`config.mk`:
```
export PLATFORM = sky130hd
export DESIGN_NAME = pfd_top
export DESIGN_NICKNAME = d
export VERILOG_FILES = /design/src/rtl/pfd_pkg.sv /design/src/rtl/pfd_ctrl.sv /design/src/rtl/pfd_datapath.sv /design/src/rtl/pfd_top.sv
export SDC_FILE = /design/constraint.sdc
export NUM_CORES = 1
export LEC_CHECK = 0
export BUFFER_PORTS_ARGS = -buffer_cell sky130_fd_sc_hd__buf_2
export CAP_MARGIN = 20
export CORE_AREA = 2 2 39 41
export DETAILED_ROUTE_END_ITERATION = 16
export DIE_AREA = 0 0 41 43
export PLACE_DENSITY = 0.3
export SYNTH_ARGS = -nofsm -noshare
export SYNTH_HDL_FRONTEND = slang
export SYNTH_HIERARCHICAL = 1
export SYNTH_SLANG_ARGS = --single-unit
```
`constraint.sdc`:
```
create_clock -name clk -period 1.8 [get_ports clk]
set_clock_uncertainty 0.1 [all_clocks]
set_input_delay 0.45 -clock clk [delete_from_list [all_inputs] [get_ports clk]]
set_output_delay 0.45 -clock clk [all_outputs]
set_load 0.005 [all_outputs]
```
`src/rtl/pfd_pkg.sv`:
```
package pfd_pkg;

  // Strobes from control to the flag datapath
  typedef struct packed {
    logic setRef;     // reference edge seen this cycle
    logic setVco;     // VCO edge seen this cycle
    logic clearBoth;  // both flags set: release them this cycle
  } pfdCtrl_t;

endpackage

```
`src/rtl/pfd_ctrl.sv`:
```
module pfd_ctrl
  import pfd_pkg::*;
(
  input  logic     refStrobe,
  input  logic     vcoStrobe,
  input  logic     refHeld,
  input  logic     vcoHeld,
  output pfdCtrl_t ctrl
);

  always_comb begin
    ctrl.setRef    = refStrobe;
    ctrl.setVco    = vcoStrobe;
    // coincidence reached: one full cycle of both flags, then release
    ctrl.clearBoth = refHeld & vcoHeld;
  end

endmodule

```
`src/rtl/pfd_datapath.sv`:
```
module pfd_datapath
  import pfd_pkg::*;
(
  input  logic     clk,
  input  logic     rstN,
  input  pfdCtrl_t ctrl,
  output logic     refHeld,
  output logic     vcoHeld,
  output logic     errEn,
  output logic     errLevel,
  output logic     refAheadN,
  output logic     vcoAheadN,
  output logic     lockFlag
);

  logic refNext;
  logic vcoNext;

  always_comb begin
    if (ctrl.clearBoth) begin
      // a strobe landing on the release cycle is kept, not lost
      refNext = ctrl.setRef;
      vcoNext = ctrl.setVco;
    end else begin
      refNext = refHeld | ctrl.setRef;
      vcoNext = vcoHeld | ctrl.setVco;
    end
  end

  always_ff @(posedge clk) begin
    if (!rstN) begin
      refHeld <= 1'b0;
      vcoHeld <= 1'b0;
    end else begin
      refHeld <= refNext;
      vcoHeld <= vcoNext;
    end
  end

  logic refOnly;
  logic vcoOnly;

  always_comb begin
    refOnly   = refHeld & ~vcoHeld;
    vcoOnly   = vcoHeld & ~refHeld;
    errEn     = refOnly | vcoOnly;
    errLevel  = refOnly;
    refAheadN = ~refOnly;
    vcoAheadN = ~vcoOnly;
    lockFlag  = ~(refOnly | vcoOnly);
  end

endmodule

```
`src/rtl/pfd_top.sv`:
```
module pfd_top
  import pfd_pkg::*;
(
  input  logic clk,
  input  logic rstN,
  input  logic refStrobe,
  input  logic vcoStrobe,
  output logic errEn,
  output logic errLevel,
  output logic refAheadN,
  output logic vcoAheadN,
  output logic lockFlag
);

  pfdCtrl_t ctrl;
  logic     refHeld;
  logic     vcoHeld;

  pfd_ctrl u_ctrl (
    .refStrobe (refStrobe),
    .vcoStrobe (vcoStrobe),
    .refHeld   (refHeld),
    .vcoHeld   (vcoHeld),
    .ctrl      (ctrl)
  );

  pfd_datapath u_dp (
    .clk       (clk),
    .rstN      (rstN),
    .ctrl      (ctrl),
    .refHeld   (refHeld),
    .vcoHeld   (vcoHeld),
    .errEn     (errEn),
    .errLevel  (errLevel),
    .refAheadN (refAheadN),
    .vcoAheadN (vcoAheadN),
    .lockFlag  (lockFlag)
  );

endmodule

```
==> results of run 1 <==
-- worst max-delay path by stage --
stage               endpoint  slack [ns]  cells after the start
CTS                    errEn        0.11                      4
detailed placement     errEn        0.36                      4
global route           errEn        0.05                      4
finish                 errEn        0.13                      4
global placement       errEn        0.38                      4
floorplan              errEn        0.47                      3
-- synth_stat cells, drive strengths merged --
cell type	count	area, um2
and2	1	6.260
buf	2	15.01
dfxtp	2	40.04
inv	5	18.77
o21a	2	15.01
ha	3	37.54
nor2b	2	12.51
-- worst register-to-register path, stage by stage (launching register included) --
cell,delay (ns)
dfxtp_1,0.39
and2_1,0.17
nor2b_1,0.05
o21a_1,0.16
-- power by group through the flow --
stage,Combinational (W),Clock (W),Sequential [W]
after floorplan,0.0000191,0,0.0000511
after global placement,0.0000293,0,0.0000520
after detailed placement,0.0000309,0,0.0000525
after CTS,0.0000312,0.000104,0.0000520
after global routing,0.0000367,0.000108,0.0000527
final,0.0000304,0.0000965,0.0000518
-- cell usage in the layout, fill, tap and decap left out --
cell type  n
ha_1       3
nor2b_1    2
and2_1     1
dfxtp_1    2
clkbuf_4   3
inv_1      5
buf_2      8
o21a_1     2
-- per-layer routing --
layer / global-route usage (%) / routed length, um / vias to the layer above / share of wire (%)
met5: 0 / 0 / - / 0
met1: 4.792 / 131 / 56 / 45
li1: - / - / 66 / -
met3: 4.712 / 32 / 0 / 11
met4: 6.000 / 0 / 0 / 0
met2: 6.250 / 129 / 9 / 44
-- kinds of logic after synthesis --
group           share of synthesized area [%]
fa+ha+maj                               25.86
compound gates                          10.34
simple gates                            12.93
flops                                   27.59
buf+inv                                 23.27
-- through the flow --
stage / util, % / hold slack [ns]
after global placement: 13.74 / 0.5262
after global routing: 15.37 / 0.3623
final: 15.37 / 0.3458
after CTS: 15.37 / 0.3329
after floorplan: - / 0.4675
after detailed placement: 13.74 / 0.5581
-- cell type report --
| class | instances | area [um2] | area share [%] |
|---|---|---|---|
| clock buffer | 3 | 22.52 | 10.59 |
| inverter | 5 | 18.77 | 8.824 |
| multi-input combinational | 8 | 71.32 | 33.53 |
| sequential | 2 | 40.04 | 18.82 |
| tap | 16 | 20.02 | 9.412 |
| timing repair buffer | 8 | 40.04 | 18.82 |
-- registers in the layout, indices dropped and copies added, names as in the netlist --
name	flops
u_dp/refHeld	1
u_dp/vcoHeld	1
==> results.yml, run 1 <==
run_status:
  status: "complete, no violations"
routing:
  dr.pass1.iters: 1
  via_per_inst: 3.119
  post_drt_wl_per_cell_um: 6.976
  wl_um: 293
  drtIter0Drc: 0
  num_vias: 131
  ant_nets: 0
  drc: 0
global_route:
  grt_max_degree: 6
  track_usage_pct: 5.311
  grt_pass1_vias: 138
  grt_pass1_wl_um: 517
  antenna_found_initial: 0
  grt_overflow_total: 0
placement:
  hpwl_um: 229.3
  place_congestion: 0.4658
  place_inst: 39
  placed_area_um2: 190.2
  port_buffers: 8
  place_ws_ns: 0.3575
sta:
  period_share_pct: 92.57
  finalWorstSetupSlack_ns: 0.1338
  finalSetupViolCount: 0
  max_slew_margin_pct: 88.74
  rsz0062_at_grt: "false"
  worst_pin_slew_ns: 0.1687
  finalMaxSlewViolations: 0
  period_minus_slack_ns: 1.666
  tns_ns: 0
  fmax_mhz: 600.2
  hold_viol: 0
setup_path:
  path_common_cell: "inv_1"
  ff2ff_path_depth: 3
  critPathArrivalTime_ns: 1.12
  critPathKind: "flip-flop to primary output"
  worstPathCellList: "inv_1 -> ha_1 -> inv_1 -> buf_2"
  crit_buf_inv: 3
  crit-reg2reg-launch: "u_dp/refHeld"
  r2r-end: "u_dp/refHeld"
  worstSetupStartpointType: "flip-flop"
  cp-end-kind: "primary output"
  cpMaxStageDelayCell: "dfxtp_1"
  r2r_setup_slack_ns: 0.83
  required_ns: 1.25
  cpLargestDelayFamily: "flip-flops"
  critPathMaxFanout: 5
  slowest_delay_ns: 0.39
  startpoint: "u_dp/refHeld"
clocking:
  cts_sinks: 2
  cts_buffers: 3
  cts_tree: "done"
  clk_latency_ns: 0.22
  hold_buffers: 0
  post_cts_resized: 0
  cts_setup_buffers: 0
  cts_max_level: 1
  clock_tree.root_cell: "clkbuf_4"
  clockBufferDepth: 2
  path_clk_slew_ns: 0.03
pwr:
  power_switching_w: 0.00004029
  clockPowerShare_pct: 54.0
  p_int_w: 0.0001385
  switching_share_pct: 22.54
  ir_drop_mv: 0.2795
  power.density_mw_per_mm2: 840.4
  power_frac_comb_pct: 17.0
  finalPower_w: 0.0001788
  leakagePower_nw: 0.1154
  seq_power_share_pct: 29.0
final_layout:
  final_nets: 35
  fillers: 162
  stdcell_count: 42
  final_cell_area_um2: 212.7
  antenna_cells: 0
  drive_above_1_share_pct: 42.31
  area_delta_synth_final_pct: 46.55
die:
  die-area_mm2: 0.001763
  fp.dieW_um: 41
  io_pins: 9
  die_h_um: 43
  core_mm2: 0.001384
  start_util_pct: 10.49
  rows: 14
synthesis:
  ys_ff_latch: 2
  syn_area_um2: 145.1
  synth.distinct_cells: 7
  ys_warn_count: 6
  syn_inst: 17
  synth.avg_cell_area_um2: 8.538
  syn_nets: 24
  yosysSeqAreaShare_pct: 27.59
worst_hold_path:
  hold_class: "input pin to flip-flop"
  hold-path-endpoint: "u_dp/vcoHeld"
  min_path_cells: 2
  hold_start: "vcoStrobe"
flow_run:
  cap_violations: 0
Note: power is estimated with default switching activity, not from simulation.
==> inputs of run 2 (changes only) <==
--- a/config.mk
+++ b/config.mk
@@ -5,6 +5,7 @@
 export SDC_FILE = /design/constraint.sdc
 export NUM_CORES = 1
 export LEC_CHECK = 0
+export ABC_AREA = 1
 export BUFFER_PORTS_ARGS = -buffer_cell sky130_fd_sc_hd__buf_2
 export CAP_MARGIN = 20
 export CORE_AREA = 2 2 39 41
==> results.yml, run 2 <==
routing:
  wl_um: 265
  drtIter0Drc: 5
  dr.pass1.iters: 4
  via_per_inst: 2.702
  drc: 0
  num_vias: 127
  post_drt_wl_per_cell_um: 5.638
  ant_nets: 0
clocking:
  cts_setup_buffers: 0
  hold_buffers: 0
  clock_tree.root_cell: "clkbuf_4"
  clk_latency_ns: 0.22
  cts_sinks: 2
  clockBufferDepth: 2
  cts_buffers: 3
  post_cts_resized: 0
  cts_max_level: 1
  cts_tree: "done"
  path_clk_slew_ns: 0.03
sta:
  rsz0062_at_grt: "false"
  finalSetupViolCount: 0
  fmax_mhz: 601.0
  tns_ns: 0
  worst_pin_slew_ns: 0.1633
  finalMaxSlewViolations: 0
  period_share_pct: 92.44
  hold-worst-slack_ns: 0.3742
  max_slew_margin_pct: 89.10
  hold_viol: 0
  period_minus_slack_ns: 1.664
final_layout:
  largest_registers: "u_dp/refHeld: 1 flops, u_dp/vcoHeld: 1 flops"
  final_cell_area_um2: 219.0
  layout_common_cells: "inv_1 (10), buf_2 (8), clkbuf_4 (3), nand2_1 (3), ha_1 (3)"
  antenna_cells: 0
  stdcell_count: 47
  final_nets: 40
  area_delta_synth_final_pct: 44.63
  multi_input_area_um2: 58.81
  fillers: 156
  drive_above_1_share_pct: 35.48
  seq_area_um2: 40.04
  mostFrequentLayoutCell: "inv_1"
setup_path:
  r2r-end: "u_dp/refHeld"
  ff2ff_path_depth: 5
  r2r_setup_slack_ns: 0.93
  crit-reg2reg-launch: "u_dp/refHeld"
  slowest_delay_ns: 0.38
  crit_buf_inv: 3
  critPathKind: "flip-flop to primary output"
  worstSetupStartpointType: "flip-flop"
  worstPathCellList: "inv_1 -> ha_1 -> inv_1 -> buf_2"
  path_common_cell: "inv_1"
  critPathMaxFanout: 5
  cp-end-kind: "primary output"
  cpMaxStageDelayCell: "dfxtp_1"
  cpLargestDelayFamily: "flip-flops"
  critPathArrivalTime_ns: 1.11
  required_ns: 1.25
global_route:
  grt_pass1_vias: 103
  track_usage_pct: 3.908
  grt_overflow_total: 0
  grt_max_degree: 6
  grt_pass1_wl_um: 358
  antenna_found_initial: 0
synthesis:
  synth_edf_count: 0
  synth_flop_cell: "dfxtp_1"
  syn_area_um2: 151.4
  synth.distinct_cells: 6
  ys_ff_latch: 2
  ys_warn_count: 6
  syn_inst: 22
  synth.most_common_cell: "inv_1"
  async_flop_share_pct: 0
  yosysSeqAreaShare_pct: 26.45
  synth_top_area_share_pct: 26.45
  synth.avg_cell_area_um2: 6.882
  syn_nets: 29
  synthTopCellsByCount: "inv_1 (10), ha_1 (3), nand2_1 (3)"
  synth_area_leaders: "dfxtp_1 (26%), ha_1 (25%), inv_1 (25%)"
  yosys.area.top_type: "dfxtp_1"
pwr:
  finalPower_w: 0.0001787
  power.density_mw_per_mm2: 816.3
  ir_drop_mv: 0.1802
  leakagePower_nw: 0.1378
placement:
  hpwl_um: 203.5
  port_buffers: 8
  placed_area_um2: 196.4
  place_congestion: 0.5471
  place_inst: 44
die:
  die_h_um: 43
  io_pins: 9
  start_util_pct: 10.94
  rows: 14
  core_mm2: 0.001384
  die-area_mm2: 0.001763
  fp.dieW_um: 41
run_status:
  status: "complete, no violations"
flow_run:
  cap_violations: 0
worst_hold_path:
  hold-path-endpoint: "u_dp/vcoHeld"
  min_path_cells: 3
  hold_start: "vcoStrobe"
  hold_class: "input pin to flip-flop"
[run 2: cell families after synthesis]
logic type / share of synthesized area, %
compound gates: 6.612
fa+ha+maj: 24.80
buf+inv: 34.71
flops: 26.45
simple gates: 7.437
[run 2: routing by layer]
layer | wire, um | global-route usage, % | vias up
met5 | 0 | 0 | -
met4 | 0 | 8.000 | 0
met3 | 29 | 3.141 | 0
met2 | 104 | 3.125 | 8
met1 | 131 | 3.514 | 44
li1 | - | - | 75
[run 2: layout make-up]
| type | count | area share [%] |
|---|---|---|
| clock buffer | 3 | 10.29 |
| inverter | 10 | 17.14 |
| tap | 16 | 9.143 |
| sequential | 2 | 18.29 |
| multi-input combinational | 8 | 26.86 |
| timing repair buffer | 8 | 18.29 |
[run 2: worst min-delay path, cell delays in order]
cell and delay, ns:
buf_2 0.10, inv_1 0.05, a21oi_1 0.05
[run 2: worst max path at each step]
stage | cells past startpoint | startpoint | endpoint
after floorplan | 3 | u_dp/refHeld | errEn
after global placement | 4 | u_dp/refHeld | errEn
after detailed placement | 4 | u_dp/refHeld | errEn
after CTS | 4 | u_dp/refHeld | errEn
after global routing | 4 | u_dp/refHeld | errEn
final | 4 | u_dp/refHeld | errEn
[run 2: power breakdown]
| part | internal [W] | leakage, nW | switching (W) |
|---|---|---|---|
| Clock | 0.0000734 | 0.0138 | 0.0000240 |
| Sequential | 0.0000480 | 0.0168 | 0.00000369 |
| Combinational | 0.0000154 | 0.107 | 0.0000142 |
| Total | 0.000137 | 0.138 | 0.0000418 |
[run 2: per-stage QoR]
stage | util, % | setup slack [ns]
2_1_floorplan | - | 0.4576
3_3_place_gp | 14.20 | 0.3489
3_5_place_dp | 14.20 | 0.3686
4_1_cts | 15.82 | 0.1179
5_1_grt | 15.82 | 0.06741
6_report | 15.82 | 0.1361
